File: src/rtl/bdp_pkg.sv
package bdp_pkg;
    localparam int WORD_W   = 32;
    localparam int LEN_W    = 9;
    // byte offsets of descriptor words
    localparam int OFS_BUF  = 8;
    localparam int OFS_LINK = 12;
    // control-word bit positions
    localparam int B_DESC_IE = 16;
    localparam int B_PKT_IE  = 17;
    localparam int B_PKTLAST = 18;
    localparam int B_EOC     = 19;
    localparam int B_RX      = 20;
    localparam int B_DDR     = 21;
    localparam int B_DUAL    = 22;
    localparam int B_QUAD    = 23;
    localparam int B_LSBF    = 25;
    localparam int B_SEL     = 28;
    localparam int B_REL     = 30;
    localparam int B_OWN     = 31;
    // control-input bit positions
    localparam int CB_EN   = 0;
    localparam int CB_POLL = 1;
    localparam int CB_GO   = 2;

    typedef enum logic [2:0] {
        WS_IDLE, WS_RD_CTRL, WS_RD_BUF, WS_RD_LINK, WS_EXEC
    } walk_st_e;

    typedef struct packed {
        logic [LEN_W-1:0] len;
        logic             rx;
        logic             ddr;
        logic             dual;
        logic             quad;
        logic             lsb_first;
        logic [1:0]       dev_sel;
        logic             cs_release;
        logic             pkt_last;
    } xfer_attr_t;

    typedef struct packed {
        logic eoc;
        logic desc_ie;
        logic pkt_ie;
    } fin_flags_t;

    function automatic xfer_attr_t attr_of(input logic [WORD_W-1:0] w);
        xfer_attr_t a;
        a.len        = w[LEN_W-1:0];
        a.rx         = w[B_RX];
        a.ddr        = w[B_DDR];
        a.dual       = w[B_DUAL];
        a.quad       = w[B_QUAD];
        a.lsb_first  = w[B_LSBF];
        a.dev_sel    = w[B_SEL+1:B_SEL];
        a.cs_release = w[B_REL];
        a.pkt_last   = w[B_PKTLAST];
        return a;
    endfunction

    function automatic fin_flags_t flags_of(input logic [WORD_W-1:0] w);
        fin_flags_t f;
        f.eoc     = w[B_EOC];
        f.desc_ie = w[B_DESC_IE];
        f.pkt_ie  = w[B_PKT_IE];
        return f;
    endfunction
endpackage

File: src/rtl/bdp_decode.sv
module bdp_decode
    import bdp_pkg::*;
(
    input  logic [WORD_W-1:0] word,
    output xfer_attr_t        attr,
    output fin_flags_t        flags,
    output logic              owned
);
    always_comb begin
        attr  = attr_of(word);
        flags = flags_of(word);
        owned = word[B_OWN];
    end

    // bits of the control word with no function here (R3: ignored)
    logic rsvd_unused;
    assign rsvd_unused = ^{word[15:LEN_W], word[24], word[27:26]};
endmodule

File: src/rtl/bdp_seq.sv
module bdp_seq
    import bdp_pkg::*;
#(
    parameter int ADDR_W = 32
) (
    input  logic              clk,
    input  logic              rst,
    input  logic              en,
    input  logic              poll,
    input  logic              go,
    input  logic [ADDR_W-1:0] base_addr,
    output logic              mem_rd_req,
    output logic [ADDR_W-1:0] mem_rd_addr,
    input  logic              mem_rd_valid,
    input  logic [WORD_W-1:0] mem_rd_data,
    input  xfer_attr_t        dec_attr,
    input  fin_flags_t        dec_flags,
    input  logic              dec_owned,
    output logic              cmd_valid,
    output xfer_attr_t        cmd_attr,
    output logic [ADDR_W-1:0] cmd_buf_addr,
    input  logic              cmd_done,
    output logic [ADDR_W-1:0] cur_addr,
    output logic              fin,
    output fin_flags_t        fin_flags,
    output logic              chain_err
);
    walk_st_e          st;
    xfer_attr_t        attr_q;
    fin_flags_t        flags_q;
    logic [ADDR_W-1:0] buf_q;
    logic [ADDR_W-1:0] link_q;
    logic              take;

    assign take = mem_rd_req && mem_rd_valid;

    always_ff @(posedge clk) begin
        if (rst) begin
            st      <= WS_IDLE;
            cur_addr <= '0;
            attr_q  <= '0;
            flags_q <= '0;
            buf_q   <= '0;
            link_q  <= '0;
        end else if (!en) begin
            st <= WS_IDLE;
        end else begin
            unique case (st)
                WS_IDLE: if (go) begin
                    cur_addr <= base_addr;
                    st       <= WS_RD_CTRL;
                end
                WS_RD_CTRL: if (take) begin
                    attr_q  <= dec_attr;
                    flags_q <= dec_flags;
                    if (dec_owned)  st <= WS_RD_BUF;
                    else if (!poll) st <= WS_IDLE;
                end
                WS_RD_BUF: if (take) begin
                    buf_q <= mem_rd_data[ADDR_W-1:0];
                    st    <= WS_RD_LINK;
                end
                WS_RD_LINK: if (take) begin
                    link_q <= mem_rd_data[ADDR_W-1:0];
                    st     <= WS_EXEC;
                end
                WS_EXEC: if (cmd_done) begin
                    if (flags_q.eoc || link_q == '0) begin
                        st <= WS_IDLE;
                    end else begin
                        cur_addr <= link_q;
                        st       <= WS_RD_CTRL;
                    end
                end
                default: st <= WS_IDLE;
            endcase
        end
    end

    always_comb begin
        unique case (st)
            WS_RD_BUF:  mem_rd_addr = cur_addr + ADDR_W'(OFS_BUF);
            WS_RD_LINK: mem_rd_addr = cur_addr + ADDR_W'(OFS_LINK);
            default:    mem_rd_addr = cur_addr;
        endcase
    end

    assign mem_rd_req   = (st == WS_RD_CTRL) || (st == WS_RD_BUF) || (st == WS_RD_LINK);
    assign cmd_valid    = (st == WS_EXEC);
    assign cmd_attr     = attr_q;
    assign cmd_buf_addr = buf_q;
    assign fin          = en && cmd_valid && cmd_done;
    assign fin_flags    = flags_q;
    assign chain_err    = fin && !flags_q.eoc && (link_q == '0);

    // an outstanding read keeps its address until answered
    p_req_hold_r2: assert property (@(posedge clk) disable iff (rst)
        mem_rd_req && !mem_rd_valid && en |=> mem_rd_req && $stable(mem_rd_addr));
    // presented command is frozen until the engine finishes it
    p_cmd_hold_r3: assert property (@(posedge clk) disable iff (rst)
        cmd_valid && !cmd_done && en |=> cmd_valid && $stable(cmd_attr) && $stable(cmd_buf_addr));
    // command withdrawn right after completion
    p_cmd_drop_r3: assert property (@(posedge clk) disable iff (rst)
        cmd_valid && cmd_done |=> !cmd_valid);
    // disabling stops all activity on the next cycle
    p_disable_r10: assert property (@(posedge clk) disable iff (rst)
        !en |=> !cmd_valid && !mem_rd_req);
endmodule

File: src/rtl/bdp_events.sv
module bdp_events
    import bdp_pkg::*;
(
    input  logic       clk,
    input  logic       rst,
    input  logic       fin,
    input  fin_flags_t fin_flags,
    input  logic       chain_err,
    output logic       evt_desc_done,
    output logic       evt_pkt_done,
    output logic       evt_dma_err
);
    always_ff @(posedge clk) begin
        if (rst) begin
            evt_desc_done <= 1'b0;
            evt_pkt_done  <= 1'b0;
            evt_dma_err   <= 1'b0;
        end else begin
            evt_desc_done <= fin && fin_flags.desc_ie;
            evt_pkt_done  <= fin && fin_flags.eoc && fin_flags.pkt_ie;
            evt_dma_err   <= chain_err;
        end
    end

    // descriptor event only after a finish
    p_desc_cause_r5: assert property (@(posedge clk) disable iff (rst)
        evt_desc_done |-> $past(fin));
    // packet event only after a finish
    p_pkt_cause_r6: assert property (@(posedge clk) disable iff (rst)
        evt_pkt_done |-> $past(fin));
    // a broken chain never also completes a packet
    p_err_excl_r9: assert property (@(posedge clk) disable iff (rst)
        $onehot0({evt_pkt_done, evt_dma_err}));
endmodule

File: src/rtl/desc_walker.sv
module desc_walker
    import bdp_pkg::*;
#(
    parameter int ADDR_W = 32
) (
    input  logic              clk,
    input  logic              rst,
    input  logic [2:0]        ctl_bits,
    input  logic [ADDR_W-1:0] base_addr,
    output logic              mem_rd_req,
    output logic [ADDR_W-1:0] mem_rd_addr,
    input  logic              mem_rd_valid,
    input  logic [31:0]       mem_rd_data,
    output logic              cmd_valid,
    output logic [8:0]        cmd_len,
    output logic              cmd_rx,
    output logic              cmd_ddr,
    output logic              cmd_dual,
    output logic              cmd_quad,
    output logic              cmd_lsb_first,
    output logic [1:0]        cmd_dev_sel,
    output logic              cmd_cs_release,
    output logic              cmd_pkt_last,
    output logic [ADDR_W-1:0] cmd_buf_addr,
    input  logic              cmd_done,
    output logic              evt_desc_done,
    output logic              evt_pkt_done,
    output logic              evt_dma_err,
    output logic [ADDR_W-1:0] cur_desc_addr
);
    xfer_attr_t dec_attr;
    fin_flags_t dec_flags;
    logic       dec_owned;
    xfer_attr_t attr;
    fin_flags_t fin_flags;
    logic       fin;
    logic       chain_err;

    bdp_decode u_dec (
        .word  (mem_rd_data),
        .attr  (dec_attr),
        .flags (dec_flags),
        .owned (dec_owned)
    );

    bdp_seq #(.ADDR_W(ADDR_W)) u_seq (
        .clk          (clk),
        .rst          (rst),
        .en           (ctl_bits[CB_EN]),
        .poll         (ctl_bits[CB_POLL]),
        .go           (ctl_bits[CB_GO]),
        .base_addr    (base_addr),
        .mem_rd_req   (mem_rd_req),
        .mem_rd_addr  (mem_rd_addr),
        .mem_rd_valid (mem_rd_valid),
        .mem_rd_data  (mem_rd_data),
        .dec_attr     (dec_attr),
        .dec_flags    (dec_flags),
        .dec_owned    (dec_owned),
        .cmd_valid    (cmd_valid),
        .cmd_attr     (attr),
        .cmd_buf_addr (cmd_buf_addr),
        .cmd_done     (cmd_done),
        .cur_addr     (cur_desc_addr),
        .fin          (fin),
        .fin_flags    (fin_flags),
        .chain_err    (chain_err)
    );

    bdp_events u_evt (
        .clk           (clk),
        .rst           (rst),
        .fin           (fin),
        .fin_flags     (fin_flags),
        .chain_err     (chain_err),
        .evt_desc_done (evt_desc_done),
        .evt_pkt_done  (evt_pkt_done),
        .evt_dma_err   (evt_dma_err)
    );

    assign cmd_len        = attr.len;
    assign cmd_rx         = attr.rx;
    assign cmd_ddr        = attr.ddr;
    assign cmd_dual       = attr.dual;
    assign cmd_quad       = attr.quad;
    assign cmd_lsb_first  = attr.lsb_first;
    assign cmd_dev_sel    = attr.dev_sel;
    assign cmd_cs_release = attr.cs_release;
    assign cmd_pkt_last   = attr.pkt_last;
endmodule

File: config.mk
export PLATFORM = sky130hd
export DESIGN_NAME = desc_walker
export DESIGN_NICKNAME = d
export VERILOG_FILES = /design/src/rtl/bdp_pkg.sv /design/src/rtl/bdp_decode.sv /design/src/rtl/bdp_seq.sv /design/src/rtl/bdp_events.sv /design/src/rtl/desc_walker.sv
export SDC_FILE = /design/constraint.sdc
export NUM_CORES = 1
export LEC_CHECK = 0
export ABC_AREA = 1
export CORE_ASPECT_RATIO = 1.1
export CORE_MARGIN = 4
export CORE_UTILIZATION = 55
export DETAILED_ROUTE_END_ITERATION = 7
export DONT_BUFFER_PORTS = 1
export GPL_ROUTABILITY_DRIVEN = 0
export PLACE_DENSITY = 0.78
export SKIP_CTS_REPAIR_TIMING = 1
export SYNTH_ARGS = -nofsm -noshare
export SYNTH_HDL_FRONTEND = slang
export SYNTH_HIERARCHICAL = 1
export SYNTH_SLANG_ARGS = --single-unit
File: constraint.sdc
create_clock -name clk -period 5.51 [get_ports clk]
set_input_delay 1.102 -clock clk [delete_from_list [all_inputs] [get_ports clk]]
set_output_delay 1.102 -clock clk [all_outputs]
set_load 0.01 [all_outputs]
==> out/qor.csv, run 1 <==
stage,metric,value,unit
yosys,synth_area_per_cell,6.532,µm²
timing,min_period_over_period,64.82,%
yosys,yosys_register_bits,123,
power_and_ir_drop,ir_drop,0.2044,mV
placement,place.detailed.hpwl,13400,µm
timing,final.setup.worst_slack,1.938,ns
global_routing,grt_usage,26.60,%
floorplanning,core.rowCount,42,
yosys,post_synth_mux_area_share,0,%
placement,post_place_instance_area,6479,µm²
clock_tree,number_of_clock_sinks_seen_by_cts,123,
cells_and_area,area_growth,5.268,%
timing,layout_min_cycle_time,3.572,ns
timing,max_freq,280.0,MHz
critical_path,critPathMaxFanout,42,
global_routing,grt_antenna_before_repair,0,
global_routing,first_pass_grt_wire_length,29940,µm
critical_path,timing.setup.critical_path_class,flop to output port,
clock_tree,insertion_delay,0.40,ns
cells_and_area,antenna-diode-count,0,
routing,first_iter_violations,534,
clock_tree,clk_path_buf_depth,2,
cells_and_area,fillCellCount,1180,
routing,finalWirelength,18830,µm
floorplanning,die_height,123.9,µm
floorplanning,fp.dieW,113.4,µm
global_routing,congestion_overflow_gr,0,
clock_tree,tritoncts_buffers,17,
timing,worst_slew_margin_rel,28.22,%
timing,grt_setup_unrepaired,no,
timing,setup_violations,0,
routing,drtPass1Iterations,7,
floorplanning,floorplan.io_pins,190,
clock_tree,cts.reportedPaths.clkPinSlew,0.05,ns
placement,io_buffers,0,
routing,vias,6319,
timing,fin_skew,0.009316,ns
clock_tree,cts_root_buf,sky130_fd_sc_hd__clkbuf_16,
yosys,yosys.area_share.simple,28.74,%
cells_and_area,final_common_cell,sky130_fd_sc_hd__nand2_1,
timing,final-hold-violation-count,0,
critical_path,crit_path_end_kind,output port,
global_routing,grt_start_max_net_pins,77,
yosys,synth_xor_xnor_area_share,1.173,%
yosys,synth-seq-area-share,36.63,%
yosys,synthAdderAreaFrac,0.5585,%
global_routing,gr-max-usage-layer,met2,
yosys,synth-compound-area-share,19.51,%
run,drv_cap,0,
cells_and_area,final_area,7076,µm²
timing,timing_worst_slew_pin_value,1.073,ns
global_routing,global_route.usage.met3,8.892,%
min_path,hold_class,flop to flop,
global_routing,grt.met2_usage,44.70,%
cells_and_area,drive_gt1_share,6.646,%
floorplanning,floorplan.core_area,11980,µm²
power_and_ir_drop,power_per_cell_area,336.7,nW/µm²
placement,dpl_worst_slack,2.401,ns
timing,max_slew_violations,0,
global_routing,number_of_global_route_vias_before_repair,5967,
floorplanning,initial_utilization,56.10,%
critical_path,arrival,2.47,ns
critical_path,required,4.41,ns
routing,wl_per_cell,16.63,µm
outcome,run_status,finished clean,
yosys,cell_count_after_synthesis,1029,
critical_path,critPathLaunchType,flop,
yosys,synth.cell_area,6721,µm²
yosys,mappedNetlistNets,1103,
yosys,synth-warning-count,6,
routing,drc,0,
timing,final.setup.tns,0,ns
global_routing,use_met1,31.56,%
cells_and_area,top_library_cells_by_usage_in_the_layout_fill_and_taps_aside,"sky130_fd_sc_hd__nand2_1, sky130_fd_sc_hd__nor2_1, sky130_fd_sc_hd__dfxtp_1",
yosys,synth_top_family_by_area,simple AND/OR/NAND/NOR gates,
power_and_ir_drop,leakage_dissipation,2.890,nW
routing,vias_per_cell,5.582,
clock_tree,cts_tree,yes,
floorplanning,die-area,14060,µm²
cells_and_area,nets,1043,
critical_path,rrSetupSlack,2.67,ns
clock_tree,ctsHtreeMaxLevel,4,
routing,ant_nets,0,
yosys,synthDistinctLibCells,42,
==> state kept, by name, indices dropped and copies added (netlist names) <==
register and cells:
u_evt/evt_desc_done 1, u_evt/evt_dma_err 1, u_evt/evt_pkt_done 1, u_seq/cmd_attr 18, u_seq/cmd_buf_addr 32, u_seq/cur_addr 32, u_seq/fin_flags 3, u_seq/link_q 32
u_seq/st 3
==> through the flow <==
stage / instances / total power [mW] / hold slack [ns] / utilization [%]
finish: 1132 / 2.382 / 0.4533 / 59.05
global route: 1132 / 2.487 / 0.4641 / 59.05
CTS: 1132 / 2.400 / 0.4541 / 59.05
detailed placement: 1104 / 1.282 / 0.4412 / 54.07
global placement: 1104 / 1.278 / 0.4464 / 54.07
floorplan: 1029 / 1.242 / 0.4065 / -
==> kinds of logic (layout without fill, tap and decap cells) <==
| group | after synthesis | count (layout) |
|---|---|---|
| buf+inv | 199 | 148 |
| fa+ha+maj | 3 | 3 |
| compound gates | 248 | 248 |
| simple gates | 447 | 447 |
| xor+xnor | 9 | 9 |
| flops | 123 | 123 |
==> path summary, 6_finish.rpt <==
kind | end | cells after the start | startpoint
hold / removal | u_evt/evt_desc_done | 2 | u_seq/fin_flags[1]
hold reg to reg | u_evt/evt_desc_done | 2 | u_seq/fin_flags[1]
setup reg to reg | u_seq/cur_addr[10] | 7 | u_seq/st[0]
setup / recovery | mem_rd_addr[23] | 7 | u_seq/st[2]
==> per-layer routing <==
metal / share of wire [%] / routed length [µm] / vias up
met2: 47 / 8867 / 267
li1: - / - / 3182
met3: 9.7 / 1823 / 37
met1: 41 / 7658 / 2833
met4: 2.5 / 480 / 0
met5: 0 / 0 / -
==> report_power, final <==
part | switching, mW | internal [mW] | leakage (nW)
logic | 0.181 | 0.0818 | 1.60
registers | 0.0767 | 0.929 | 0.997
clock network | 0.367 | 0.748 | 0.293
==> cells in the mapped netlist (all sizes together) <==
cell	instances	share of area, %
buf	57	5.4
o22ai	1	0.19
o22a	1	0.13
a21oi	106	7.9
nand2	191	11
o31ai	4	0.45
a211oi	2	0.22
clkinv	1	0.056
nor2	150	9.2
a31oi	3	0.28
a21boi	2	0.22
nand4	4	0.47
o21ai	122	9.3
clkbuf	25	1.4
and3	1	0.093
dfxtp	123	37
xnor2	1	0.13
o221ai	5	0.65
ha	3	0.56
nand3b	1	0.11
inv	116	6.5
nand3	88	6.6
nor3	12	1.1
o211ai	1	0.11
xor2	8	1.0
o21bai	1	0.11
==> worst max-delay path: stages, from the launching register on <==
cell	delay [ns]
sky130_fd_sc_hd__dfxtp_1	0.36
sky130_fd_sc_hd__nor2_1	0.17
sky130_fd_sc_hd__nand2_1	0.29
sky130_fd_sc_hd__inv_2	0.69
sky130_fd_sc_hd__nand3_1	0.20
sky130_fd_sc_hd__o21ai_0	0.12
sky130_fd_sc_hd__o21ai_1	0.08
sky130_fd_sc_hd__o21ai_0	0.17
==> cell type report <==
type,count,area [µm²],area share (%)
sequential,123,2462,34.80
tap,154,192.7,2.723
timing repair buffer,3,22.52,0.3183
clock buffer,21,480.5,6.790
multi-input combinational,707,3359,47.48
inverter,117,441.7,6.242
clock inverter,7,116.4,1.645
(Power assumes the default switching activity.)
==> run 2, diff against run 1 <==
Settings changed: PLACE_DENSITY 0.78 to 0.81.
Clock period 5.51 ns to 3.12 ns, I/O delays scaled along.
==> out/qor.csv, run 2 (synthesized netlist as in run 1, its figures left out) <==
stage,metric,value,unit
placement,dpl_worst_slack,0.5088,ns
critical_path,arrival,2.31,ns
cells_and_area,top_library_cells_by_usage_in_the_layout_fill_and_taps_aside,"sky130_fd_sc_hd__nand2_1, sky130_fd_sc_hd__nor2_1, sky130_fd_sc_hd__dfxtp_1",
routing,first_iter_violations,465,
timing,worst_slew_margin_rel,50.00,%
routing,wl_per_cell,16.41,µm
critical_path,rrSetupSlack,0.67,ns
global_routing,global_route.usage.met3,9.378,%
critical_path,timing.critical_path.cells,nor2_1 -> nand2_1 -> nor2_1 -> nor2_2 -> nor2_4 -> nand2_4 -> nor2_4 -> nand2_1 -> xnor2_1,
clock_tree,number_of_clock_sinks_seen_by_cts,123,
global_routing,first_pass_grt_wire_length,29880,µm
cells_and_area,final_common_cell,sky130_fd_sc_hd__nand2_1,
floorplanning,die-area,14060,µm²
routing,vias_per_cell,5.596,
cells_and_area,drive_gt1_share,7.700,%
clock_tree,cts_tree,yes,
run,drv_cap,0,
floorplanning,die_height,123.9,µm
critical_path,reg2reg_from,u_seq/st[2],
global_routing,grt_start_max_net_pins,65,
global_routing,grt.met2_usage,42.48,%
timing,timing_worst_slew_pin_value,0.7488,ns
critical_path,rr_worst_depth,7,
critical_path,slowest_delay,0.37,ns
placement,place.detailed.hpwl,13590,µm
global_routing,gr-max-usage-layer,met2,
routing,vias,6385,
timing,max_slew_violations,0,
timing,final-hold-violation-count,0,
clock_tree,cts.reportedPaths.clkPinSlew,0.06,ns
power_and_ir_drop,leakage_dissipation,2.899,nW
cells_and_area,nets,1049,
timing,min_period_over_period,93.97,%
placement,io_buffers,0,
min_path,hold_class,primary input to flop,
global_routing,use_met1,32.68,%
global_routing,grt_usage,26.54,%
cells_and_area,area_growth,5.882,%
min_path,holdPathEnd,u_seq/cmd_buf_addr[3],
power_and_ir_drop,power_per_cell_area,583.0,nW/µm²
floorplanning,core.rowCount,42,
timing,final.setup.worst_slack,0.1882,ns
min_path,hold_path_startpoint,rst,
global_routing,number_of_global_route_vias_before_repair,5875,
critical_path,timing.setup.critical_path_class,flop to output port,
timing,hold_slack,0.2791,ns
clock_tree,clk_path_buf_depth,2,
floorplanning,fp.dieW,113.4,µm
floorplanning,floorplan.io_pins,190,
clock_tree,cts_root_buf,sky130_fd_sc_hd__clkbuf_16,
critical_path,required,2.50,ns
global_routing,congestion_overflow_gr,0,
critical_path,cp_slowest_cell,sky130_fd_sc_hd__dfxtp_1,
floorplanning,floorplan.core_area,11980,µm²
timing,grt_setup_unrepaired,no,
critical_path,worstReg2RegEnd,u_seq/cmd_buf_addr[14],
timing,final.setup.tns,0,ns
global_routing,grt_antenna_before_repair,0,
routing,ant_nets,0,
min_path,worstHoldPathCells,1,
timing,max_freq,341.1,MHz
timing,layout_min_cycle_time,2.932,ns
outcome,run_status,finished clean,
critical_path,cp_num_buf_inv,0,
clock_tree,ctsHtreeMaxLevel,4,
cells_and_area,antenna-diode-count,0,
critical_path,crit_family,simple AND/OR/NAND/NOR gates,
critical_path,critPathLaunchType,flop,
routing,finalWirelength,18720,µm
critical_path,crit_path_end_kind,output port,
clock_tree,insertion_delay,0.41,ns
power_and_ir_drop,ir_drop,0.3721,mV
routing,drtPass1Iterations,5,
floorplanning,initial_utilization,56.10,%
clock_tree,tritoncts_buffers,17,
timing,setup_violations,0,
timing,fin_skew,0.009452,ns
critical_path,critPathMaxFanout,11,
routing,drc,0,
-- run 2: cell count changes in the layout (fill, tap and decap cells not counted) --
cell,change
sky130_fd_sc_hd__o22ai_4,+1
sky130_fd_sc_hd__dfxtp_2,+2
sky130_fd_sc_hd__dfxtp_1,-2
sky130_fd_sc_hd__buf_4,+6
sky130_fd_sc_hd__o22ai_2,-1
sky130_fd_sc_hd__clkinv_4,+2
sky130_fd_sc_hd__clkinvlp_4,+3
sky130_fd_sc_hd__bufinv_16,-1
sky130_fd_sc_hd__inv_6,+2
sky130_fd_sc_hd__clkbuf_8,-3
-- run 2: final cells by class --
type	count	area, µm²
clock buffers	18	439.2
clock inverters	13	143.9
fillers	1192	4865
inverters	117	441.7
multi-input cells	707	3367
flip-flops and latches	123	2465
well taps	154	192.7
repair buffers	9	67.56
-- run 2: worst max-delay path by stage --
stage | slack [ns] | cells after the start | startpoint | endpoint
final | 0.19 | 9 | u_seq/st[2] | mem_rd_addr[29]
after global routing | 0.03 | 9 | u_seq/cur_addr[4] | mem_rd_addr[23]
after CTS | 0.06 | 9 | u_seq/cur_addr[4] | mem_rd_addr[29]
after detailed placement | 0.51 | 9 | u_seq/cur_addr[4] | mem_rd_addr[29]
after global placement | 0.60 | 9 | u_seq/cur_addr[4] | mem_rd_addr[29]
after floorplan | 0.83 | 9 | u_seq/cur_addr[4] | mem_rd_addr[29]
-- run 2: metal layers --
layer	share of wire (%)	vias to the layer above	wire length, µm
li1	-	3204	-
met1	41	2896	7610
met2	47	254	8844
met3	9.4	31	1767
met4	2.7	0	498
met5	0	-	0
-- run 2: through the flow --
| step | area (µm²) | power [mW] | std cells | util (%) |
|---|---|---|---|---|
| 3_5_place_dp | 6524 | 2.266 | 1110 | 54.45 |
| 3_3_place_gp | 6524 | 2.257 | 1110 | 54.45 |
| 2_1_floorplan | 6721 | 2.193 | 1029 | - |
| 4_1_cts | 7107 | 4.177 | 1141 | 59.32 |
| 6_report | 7117 | 4.149 | 1141 | 59.40 |
| 5_1_grt | 7117 | 4.329 | 1141 | 59.40 |
-- run 2: report_power, final --
group	total, mW	switching [mW]	internal (mW)
combinational	0.467	0.319	0.149
clock	1.91	0.711	1.20
sequential	1.77	0.135	1.64
total	4.15	1.16	2.98
